--- config.mk ---
export PLATFORM = sky130hd
export DESIGN_NAME = tblwalk_top
export DESIGN_NICKNAME = d
export VERILOG_FILES = /design/src/rtl/tblwalk_pkg.sv /design/src/rtl/tblwalk_index.sv /design/src/rtl/tblwalk_classify.sv /design/src/rtl/tblwalk_phys.sv /design/src/rtl/tblwalk_top.sv
export SDC_FILE = /design/constraint.sdc
export NUM_CORES = 1
export LEC_CHECK = 0
export BUFFER_PORTS_ARGS = -buffer_cell sky130_fd_sc_hd__buf_2
export CORE_UTILIZATION = 43
export CTS_BUF_LIST = sky130_fd_sc_hd__clkbuf_8
export CTS_CLUSTER_SIZE = 16
export DETAILED_ROUTE_END_ITERATION = 8
export PLACE_DENSITY_LB_ADDON = 0.05
export SLEW_MARGIN = 20
export SYNTH_ARGS = -nofsm -noshare
export SYNTH_HDL_FRONTEND = slang
export SYNTH_SLANG_ARGS = --single-unit
--- constraint.sdc ---
create_clock -name clk -period 8.1 [get_ports clk]
set_input_delay 1.62 -clock clk [delete_from_list [all_inputs] [get_ports clk]]
set_output_delay 1.62 -clock clk [all_outputs]
set_load 0.05 [all_outputs]
--- src/rtl/tblwalk_pkg.sv ---
package tblwalk_pkg;
    localparam int VA_W   = 32;
    localparam int ENT_W  = 32;
    localparam int PA_W   = 36;
    localparam int LVL_W  = 2;
    localparam int FLT_W  = 12;
    localparam int KIND_W = 3;

    // Status bit positions inside an entry
    localparam int REF_BIT = 5;
    localparam int MOD_BIT = 6;

    typedef enum logic [1:0] {
        EK_INVALID = 2'd0,
        EK_TABLE   = 2'd1,
        EK_PAGE    = 2'd2,
        EK_RESV    = 2'd3
    } entry_kind_e;

    localparam logic [KIND_W-1:0] FK_INVALID = 3'd1;
    localparam logic [KIND_W-1:0] FK_XLATE   = 3'd4;

    typedef enum logic [1:0] {
        S_IDLE,
        S_FETCH,
        S_STORE,
        S_REPORT
    } walk_state_e;
endpackage

--- src/rtl/tblwalk_index.sv ---
module tblwalk_index
    import tblwalk_pkg::*;
#(
    parameter int CTX_W = 8
) (
    input  logic [LVL_W-1:0]  next_lvl,
    input  logic [31:12]      va_hi,
    input  logic [ENT_W-1:2]  desc_hi,
    input  logic [31:0]       ctx_ptr,
    input  logic [CTX_W-1:0]  ctx_num,
    output logic [PA_W-1:0]   ctx_addr,
    output logic [PA_W-1:0]   next_addr
);
    localparam int IDX_W = 8;

    logic [IDX_W-1:0] idx;

    always_comb begin
        unique case (next_lvl)
            2'd1:    idx = va_hi[31:24];
            2'd2:    idx = {2'b00, va_hi[23:18]};
            2'd3:    idx = {2'b00, va_hi[17:12]};
            default: idx = '0;
        endcase
    end

    assign ctx_addr  = {ctx_ptr, 4'b0000} + PA_W'({ctx_num, 2'b00});
    assign next_addr = {desc_hi, 2'b00, 4'b0000} + PA_W'({idx, 2'b00});
endmodule

--- src/rtl/tblwalk_classify.sv ---
module tblwalk_classify
    import tblwalk_pkg::*;
(
    input  logic [LVL_W-1:0] lvl,
    input  logic [ENT_W-1:0] entry,
    input  logic             is_write,
    output logic             go_deeper,
    output logic             is_page,
    output logic [FLT_W-1:0] fault_code,
    output logic [ENT_W-1:0] upd_entry,
    output logic             need_store
);
    entry_kind_e       kind;
    logic [KIND_W-1:0] fkind;

    assign kind = entry_kind_e'(entry[1:0]);

    always_comb begin
        go_deeper = 1'b0;
        is_page   = 1'b0;
        fkind     = '0;
        unique case (kind)
            EK_INVALID: fkind = FK_INVALID;
            EK_RESV:    fkind = FK_XLATE;
            EK_TABLE: begin
                if (lvl == 2'd3) fkind = FK_XLATE;
                else             go_deeper = 1'b1;
            end
            EK_PAGE: begin
                if (lvl == 2'd0) fkind = FK_XLATE;
                else             is_page = 1'b1;
            end
            default: fkind = FK_XLATE;
        endcase
    end

    assign fault_code = {2'b00, lvl, 3'b000, fkind, 2'b00};

    always_comb begin
        upd_entry = entry;
        upd_entry[REF_BIT] = 1'b1;
        if (is_write) upd_entry[MOD_BIT] = 1'b1;
    end

    assign need_store = (upd_entry != entry);
endmodule

--- src/rtl/tblwalk_phys.sv ---
module tblwalk_phys
    import tblwalk_pkg::*;
(
    input  logic [LVL_W-1:0] lvl,
    input  logic [23:0]      page_num,
    input  logic [23:0]      va_lo,
    output logic [PA_W-1:0]  pa
);
    logic [23:0] offset;

    always_comb begin
        unique case (lvl)
            2'd1:    offset = va_lo;
            2'd2:    offset = {6'b0, va_lo[17:0]};
            2'd3:    offset = {12'b0, va_lo[11:0]};
            default: offset = '0;
        endcase
    end

    assign pa = {page_num, 12'b0} + PA_W'(offset);
endmodule

--- src/rtl/tblwalk_top.sv ---
module tblwalk_top
    import tblwalk_pkg::*;
#(
    parameter int CTX_W = 8
) (
    input  logic              clk,
    input  logic              rst_n,
    input  logic              walk_start,
    input  logic [VA_W-1:0]   walk_va,
    input  logic              walk_write,
    input  logic              mmu_enable,
    input  logic [31:0]       ctx_table_ptr,
    input  logic [CTX_W-1:0]  ctx_index,
    output logic              mem_valid,
    output logic              mem_write,
    output logic [PA_W-1:0]   mem_addr,
    output logic [ENT_W-1:0]  mem_wdata,
    input  logic              mem_ready,
    input  logic [ENT_W-1:0]  mem_rdata,
    output logic              walk_done,
    output logic [PA_W-1:0]   walk_pa,
    output logic [ENT_W-1:0]  walk_entry,
    output logic [FLT_W-1:0]  walk_fault
);
    walk_state_e      state_q, state_d;
    logic [LVL_W-1:0] lvl_q, lvl_d;
    logic [VA_W-1:0]  va_q, va_d;
    logic             wr_q, wr_d;
    logic [PA_W-1:0]  ptr_q, ptr_d;
    logic [ENT_W-1:0] ent_q, ent_d;
    logic [PA_W-1:0]  pa_q, pa_d;
    logic [FLT_W-1:0] flt_q, flt_d;

    logic [PA_W-1:0]  ctx_addr, next_addr, leaf_pa;
    logic             go_deeper, is_page, need_store;
    logic [FLT_W-1:0] fault_code;
    logic [ENT_W-1:0] upd_entry;
    logic [LVL_W-1:0] lvl_next;

    assign lvl_next = lvl_q + 2'd1;

    tblwalk_index #(.CTX_W(CTX_W)) u_index (
        .next_lvl (lvl_next),
        .va_hi    (va_q[31:12]),
        .desc_hi  (mem_rdata[ENT_W-1:2]),
        .ctx_ptr  (ctx_table_ptr),
        .ctx_num  (ctx_index),
        .ctx_addr (ctx_addr),
        .next_addr(next_addr)
    );

    tblwalk_classify u_classify (
        .lvl       (lvl_q),
        .entry     (mem_rdata),
        .is_write  (wr_q),
        .go_deeper (go_deeper),
        .is_page   (is_page),
        .fault_code(fault_code),
        .upd_entry (upd_entry),
        .need_store(need_store)
    );

    tblwalk_phys u_phys (
        .lvl     (lvl_q),
        .page_num(mem_rdata[31:8]),
        .va_lo   (va_q[23:0]),
        .pa      (leaf_pa)
    );

    // State and data registers
    always_ff @(posedge clk) begin
        if (!rst_n) begin
            state_q <= S_IDLE;
            lvl_q   <= '0;
            va_q    <= '0;
            wr_q    <= 1'b0;
            ptr_q   <= '0;
            ent_q   <= '0;
            pa_q    <= '0;
            flt_q   <= '0;
        end else begin
            state_q <= state_d;
            lvl_q   <= lvl_d;
            va_q    <= va_d;
            wr_q    <= wr_d;
            ptr_q   <= ptr_d;
            ent_q   <= ent_d;
            pa_q    <= pa_d;
            flt_q   <= flt_d;
        end
    end

    // Next-state logic
    always_comb begin
        state_d = state_q;
        lvl_d   = lvl_q;
        va_d    = va_q;
        wr_d    = wr_q;
        ptr_d   = ptr_q;
        ent_d   = ent_q;
        pa_d    = pa_q;
        flt_d   = flt_q;
        unique case (state_q)
            S_IDLE: begin
                if (walk_start) begin
                    va_d  = walk_va;
                    wr_d  = walk_write;
                    ent_d = '0;
                    flt_d = '0;
                    if (!mmu_enable) begin
                        pa_d    = PA_W'(walk_va);
                        state_d = S_REPORT;
                    end else begin
                        pa_d    = '0;
                        lvl_d   = '0;
                        ptr_d   = ctx_addr;
                        state_d = S_FETCH;
                    end
                end
            end
            S_FETCH: begin
                if (mem_ready) begin
                    if (go_deeper) begin
                        lvl_d = lvl_next;
                        ptr_d = next_addr;
                    end else if (is_page) begin
                        ent_d   = upd_entry;
                        pa_d    = leaf_pa;
                        state_d = need_store ? S_STORE : S_REPORT;
                    end else begin
                        ent_d   = mem_rdata;
                        flt_d   = fault_code;
                        pa_d    = '0;
                        state_d = S_REPORT;
                    end
                end
            end
            S_STORE: begin
                if (mem_ready) state_d = S_REPORT;
            end
            S_REPORT: state_d = S_IDLE;
            default:  state_d = S_IDLE;
        endcase
    end

    // Outputs
    always_comb begin
        mem_valid  = (state_q == S_FETCH) || (state_q == S_STORE);
        mem_write  = (state_q == S_STORE);
        mem_addr   = ptr_q;
        mem_wdata  = ent_q;
        walk_done  = (state_q == S_REPORT);
        walk_pa    = pa_q;
        walk_entry = ent_q;
        walk_fault = flt_q;
    end

    // Request stays put while memory stalls
    assert_req_hold_R8: assert property (@(posedge clk) disable iff (!rst_n)
        mem_valid && !mem_ready |=> mem_valid && $stable(mem_addr)
                                    && $stable(mem_write) && $stable(mem_wdata));

    // Completion is a single-cycle pulse
    assert_done_pulse_R9: assert property (@(posedge clk) disable iff (!rst_n)
        walk_done |=> !walk_done);

    // No memory traffic while reporting
    assert_done_quiet_R9: assert property (@(posedge clk) disable iff (!rst_n)
        walk_done |-> !mem_valid);

    // Translation off finishes in one cycle with identity mapping
    assert_bypass_R1: assert property (@(posedge clk) disable iff (!rst_n)
        (state_q == S_IDLE) && walk_start && !mmu_enable |=>
            walk_done && !mem_valid && (walk_fault == '0)
            && (walk_pa == PA_W'($past(walk_va))));

    // Fault code layout
    assert_fault_shape_R4: assert property (@(posedge clk) disable iff (!rst_n)
        walk_done |-> (walk_fault[11:10] == 2'b00) && (walk_fault[7:5] == 3'b000)
                      && (walk_fault[1:0] == 2'b00)
                      && ((walk_fault[4:2] == 3'd0) || (walk_fault[4:2] == FK_INVALID)
                          || (walk_fault[4:2] == FK_XLATE)));

    // Faulting walks give a zero address
    assert_fault_pa_R10: assert property (@(posedge clk) disable iff (!rst_n)
        walk_done && (walk_fault != '0) |-> (walk_pa == '0));

    // Every stored entry carries the referenced bit
    assert_store_ref_R7: assert property (@(posedge clk) disable iff (!rst_n)
        mem_valid && mem_write |-> mem_wdata[REF_BIT]);
endmodule

Word-level counts from Yosys, hierarchy flattened. Cells that the tools add are included.

Mux-type cells: 44. Reduce and logical (&&, ||, !) cells: 10. $add $sub $neg: 4. Equality and inequality tests: 20.

Operator list (count): $mux W36 (8); $pmux W36 S2 (2); $mux W32 (4); $add A36 B10 Y36 (2); $pmux W24 S3 (1); $pmux W32 S2 (1); $mux W12 (4); $add A36 B24 Y36 (1); $pmux W12 S2 (1); $pmux W8 S3 (1); $mux W2 (9); $eq A2 B2 Y1 const B (8); $ne A2 B2 Y1 const B (6); $pmux W3 S4 (1); $reduce_and A5 Y1 (2); $eq A2 B1 Y1 const B (4); $pmux W2 S4 (1); $reduce_and A4 Y1 (2); $mux W1 (7); $mux W7 (1); $logic_not A2 Y1 (3); $mux W3 (2); $pmux W2 S2 (1); $add A2 B1 Y2 const B (1); 5 further kinds (5).

Output and inout bits: 151. Flip-flop bits (word level): 153. Logic and storage cells: 86. Bits of input ports: 110.

Logic depth before layout (Yosys ltp).
Depth after elaboration: 7. Depth in mapped cells: 14.

Modules after synthesis. Synthesis repeated with hierarchy kept, for this count alone.

Cells, all modules: 1226. Area total of the unflattened synthesis: 10108.4 µm².

Modules (own cells, without submodules): tblwalk_top (area each 7038.0 µm², times used 1, cells an instance 808); tblwalk_index (area each 1671.6 µm², times used 1, cells an instance 222); tblwalk_phys (area each 1023.5 µm², times used 1, cells an instance 142); tblwalk_classify (area each 375.4 µm², times used 1, cells an instance 54).

Least setup slack after synthesis. No wires, ideal clock.

Path kind: input to register. From: input mem_rdata[8]. To: register pa_q[32], in the netlist walk_pa[32]. Required time: 7.978 ns. Path slack: 4.492 ns. Arrival time: 3.486 ns. Stages on the path: 8. Setup time: 0.122 ns. Path through: ha_1 -> fa_1 -> a21o_1 -> a221oi_2 -> a22o_2 -> nand2_1 -> and4b_1 -> a311o_1.

Word-level cells in the longest chain between the ends: 5.

RTL lines: start: declaration (line tblwalk_top.sv:19) `input logic [ENT_W-1:0] mem_rdata,`; $add A36 B24 Y36 (line tblwalk_phys.sv:20) `assign pa = {page_num, 12'b0} + PA_W'(offset);`; $mux W36 (line tblwalk_top.sv:126) `end else if (is_page) begin`; $mux W36 (line tblwalk_top.sv:123) `if (go_deeper) begin`; $mux W36 (line tblwalk_top.sv:122) `if (mem_ready) begin`; $pmux W36 S2 (line tblwalk_top.sv:103) `unique case (state_q)`; end signal: assignment (line tblwalk_top.sv:88) `pa_q <= pa_d;`; end: declaration (line tblwalk_top.sv:31) `logic [PA_W-1:0] pa_q, pa_d;`.

No other way between the ends. The select of a mux whose other input is x is not followed. A chain may end at the register's enable or synchronous reset.

==> impl_results.md <==
- Fraction of power consumed by sequential logic: 29.8%
- Global-route wire length before repair: 42300 microns
- Stages on the worst setup path: 6
- Post-detailed-route count of antenna-violating nets: 0
- Distinct cell type count of the synthesized netlist: 81
- Leading cell type by number of instances after synthesis: sky130_fd_sc_hd__dfxtp_1
- Post-synthesis area per instance: 8.07 sq um
- Final Slew Violations: 0
- Number of I/O port buffers: 250
- Actual slew at the worst max-slew pin: 1090 ps
- Endpoints failing setup: 0
- Post-route fraction of the period consumed by the critical path: 46.1%
- Area used by sequential logic in the layout: 2860 sq um
- Post-CTS Setup Bufs: 0
- CP arrival: 4140 ps
- First-pass detailed-route iteration total: 6
- DR vias/cell: 5.59
- Fmax achieved: 268 MHz
- Part of the Yosys area used for sequential elements: 33.8%
- Clock root cell: sky130_fd_sc_hd__clkbuf_8
- FF+latch count, synth: 143
- Total track usage: 27.2%
- HP Class: reg2reg
- Resized Gates After CTS: 0
- Crit-path slowest cell: sky130_fd_sc_hd__clkinv_2
- Routed WL: 27800 microns
- Clock tree from TritonCTS: done
- Reg2reg end: walk_pa[32]
- Number of warnings reported in the yosys synthesis log: 0
- Portion of total power attributed to combinational logic: 52.9%
- Main area contributors after synthesis: sky130_fd_sc_hd__dfxtp_1 34%, sky130_fd_sc_hd__nand2_1 5.3%, sky130_fd_sc_hd__a21oi_1 4.8%
- Worst slack at placement: 3900 ps
- Layout cells sized above 1: 26.2%
- Final number of hold-violating endpoints: 0
- Power density over cell area: 334 nW/um^2
- Total power: 3.34 mW
- Latest clock arrival within the worst-skew pair: 470 ps
- Worst hold slack: 456 ps
- Standard cell core area: 19000 sq um
- Internal power: 1.61 mW
- Worst Slack Setup Final: 4370 ps
- Post-layout min period: 3730 ps
- Cell area after technology mapping: 8470 sq um
- Cell count after synthesis: 1049
- Path depth of the worst reg2reg path: 13
- Result of the run: completed
- Post-layout net count: 1378
- Setup TNS: 0 ps
- Number of flops mapped to enable cells by yosys: 0
- Synth-to-Final Area Change: 18.0%
- Unrepaired setup endpoints after global routing: false
- Number of primary I/O pins: 261
- Leading cell types by count after synthesis: 143 x sky130_fd_sc_hd__dfxtp_1, 119 x sky130_fd_sc_hd__nand2_1, 98 x sky130_fd_sc_hd__nor2_1
- Drt drc: 0
- Synth top area share: 33.8%
- Leakage power: 4.41 nW
- Average detailed-routed wire length per instance: 18.5 microns
- Reported net switching power: 1.73 mW
- Final Skew: 16.4 ps
- Sinks on the clock net: 143
- WHS Path Cells: 2
- Number of inserted diodes: 0
- Reg clk slew, reported paths: 90 ps
- Highest cell delay on the worst timing path: 880 ps
- Die Width: 142 microns
- Vertical die dimension: 142 microns
- Count of H-tree levels built during CTS: 4
- HPWL after detailed placement: 20100 microns
- Vias in the first global route: 7542
- Number of fill cells in the layout: 1979
- WS Path Type: in2reg
- Kind of capture point of the worst setup path: register
- Overflow left after global routing: 0
- Antenna violations before repair: 2
- Largest driver fanout on the critical path: 55
- Num rows: 50
- Routability Congestion: 0.899
- Max-slew headroom: 26.7%
- Required time of the critical path: 8510 ps
- Largest buffer count on any clock path: 2
- Critical register-to-register path startpoint: lvl_q[0]
- Number of buffers added to fix hold violations after cts: 0
- Clock network power share: 17.4%
- Die area: 20300 sq um
- Initial DRC count: 529
- Category of cells accounting for the largest share of critical-path delay: buffers and inverters
- TritonCTS Buffers: 17
- Initial core utilization: 44.5%
- Worst path buffer plus inverter count: 3
- DR vias: 8421
- Maximum VDD drop: 0.000185 V
- Maximum number of pins on one net before global-route repair: 67
- Cell type with the largest total area after synthesis: sky130_fd_sc_hd__dfxtp_1
- Max-cap viol count: 0
- Net switching fraction of the power: 51.8%
- Critical-path cell list: buf_2 > clkinv_2 > buf_4 > nor2_1 > nand4_1 > nand3_1
- Setup slack of the most critical reg-to-reg path: 4500 ps
- Leading register cell type out of synthesis: sky130_fd_sc_hd__dfxtp_1
- Synth async-reset ratio: 0%
- Worst Hold Launch: walk_fault[2]
- Startpoint type of the worst setup path: primary input
- Multi-input gate area in the final layout: 4980 sq um
- Hold worst-path end: walk_fault[2]
==> how the worst max path moves through the flow <==
stage                      start            to  slack, ps
floorplan           mem_rdata[8]   walk_pa[32]       4490
global placement           rst_n  mem_addr[24]       3910
detailed placement         rst_n  mem_addr[24]       3900
CTS                        rst_n  mem_addr[24]       4400
global route               rst_n  mem_addr[24]       4150
finish                     rst_n  mem_addr[24]       4370
==> registers in the layout (all words and copies together), names as in the netlist <==
register	count
wr_q	1
va_q	32
walk_fault	4
walk_pa	36
mem_wdata	32
lvl_q	2
mem_addr	34
state_q	2
==> metal layers <==
layer / vias to the layer above / share of wire [%] / GRT usage, % / wire, microns
li1: 4134 / - / - / -
met1: 3965 / 45 / 37.1 / 12600
met2: 287 / 46 / 43.2 / 12700
met3: 31 / 7.7 / 5.99 / 2140
met4: 4 / 1.2 / 7.02 / 345
met5: - / 0.086 / 0 / 24
==> cells in the final DEF, fill, tap and decap left out, drive strengths merged, types with 32 or more instances in the layout <==
| cell type | Yosys | final |
|---|---|---|
| a221oi | 35 | 35 |
| buf | 65 | 260 |
| ha | 32 | 32 |
| a21oi | 84 | 84 |
| nand2 | 119 | 119 |
| o21ai | 53 | 53 |
| nor2 | 99 | 99 |
| dfxtp | 143 | 143 |
| a22oi | 35 | 35 |
==> power by group through the flow <==
stage / sequential [mW] / combinational (mW) / clock [mW]
floorplan: 1.49 / 0.844 / 0
global placement: 1.01 / 1.73 / 0
detailed placement: 1.01 / 1.74 / 0
CTS: 0.991 / 1.75 / 0.589
global route: 1.01 / 1.90 / 0.615
finish: 0.993 / 1.76 / 0.580
==> layout make-up <==
type	instances	share of cell area, %
well taps	260	3.26
flip-flops and latches	143	28.7
clock inverters	13	1.27
repair buffers	260	13.5
inverters	22	0.839
multi-input cells	789	49.9
clock buffers	19	2.62
==> worst register-to-register path, stage by stage, from the launching register on <==
cell                       delay, ps
sky130_fd_sc_hd__dfxtp_1         460
sky130_fd_sc_hd__inv_1           180
sky130_fd_sc_hd__ha_1            330
sky130_fd_sc_hd__nor2_1          130
sky130_fd_sc_hd__nor2_1           90
sky130_fd_sc_hd__and2_1          180
sky130_fd_sc_hd__ha_1            210
sky130_fd_sc_hd__fa_1            420
sky130_fd_sc_hd__a21o_1          210
sky130_fd_sc_hd__a221oi_2        370
sky130_fd_sc_hd__a22o_2          310
sky130_fd_sc_hd__nand2_1         130
sky130_fd_sc_hd__and4b_1         210
sky130_fd_sc_hd__a311o_1         260
==> metrics by stage <==
step | std cells | instance area, sq um | util [%]
detailed placement | 1473 | 9570 | 50.3
global route | 1506 | 9990 | 52.5
global placement | 1473 | 9570 | 50.3
floorplan | 1058 | 8500 | -
CTS | 1505 | 9960 | 52.4
finish | 1506 | 9990 | 52.5
==> cell families after synthesis <==
kind of cell / after synthesis / share of synthesized area [%]
simple gates: 379 / 21.8
compound gates: 304 / 24.6
mux: 8 / 0.960
other cells: 1 / 0.0443
buf+inv: 126 / 7.90
flops: 143 / 33.8
fa+ha+maj: 35 / 5.44
xor+xnor: 53 / 5.48
Note: power is estimated with default switching activity, not from simulation.
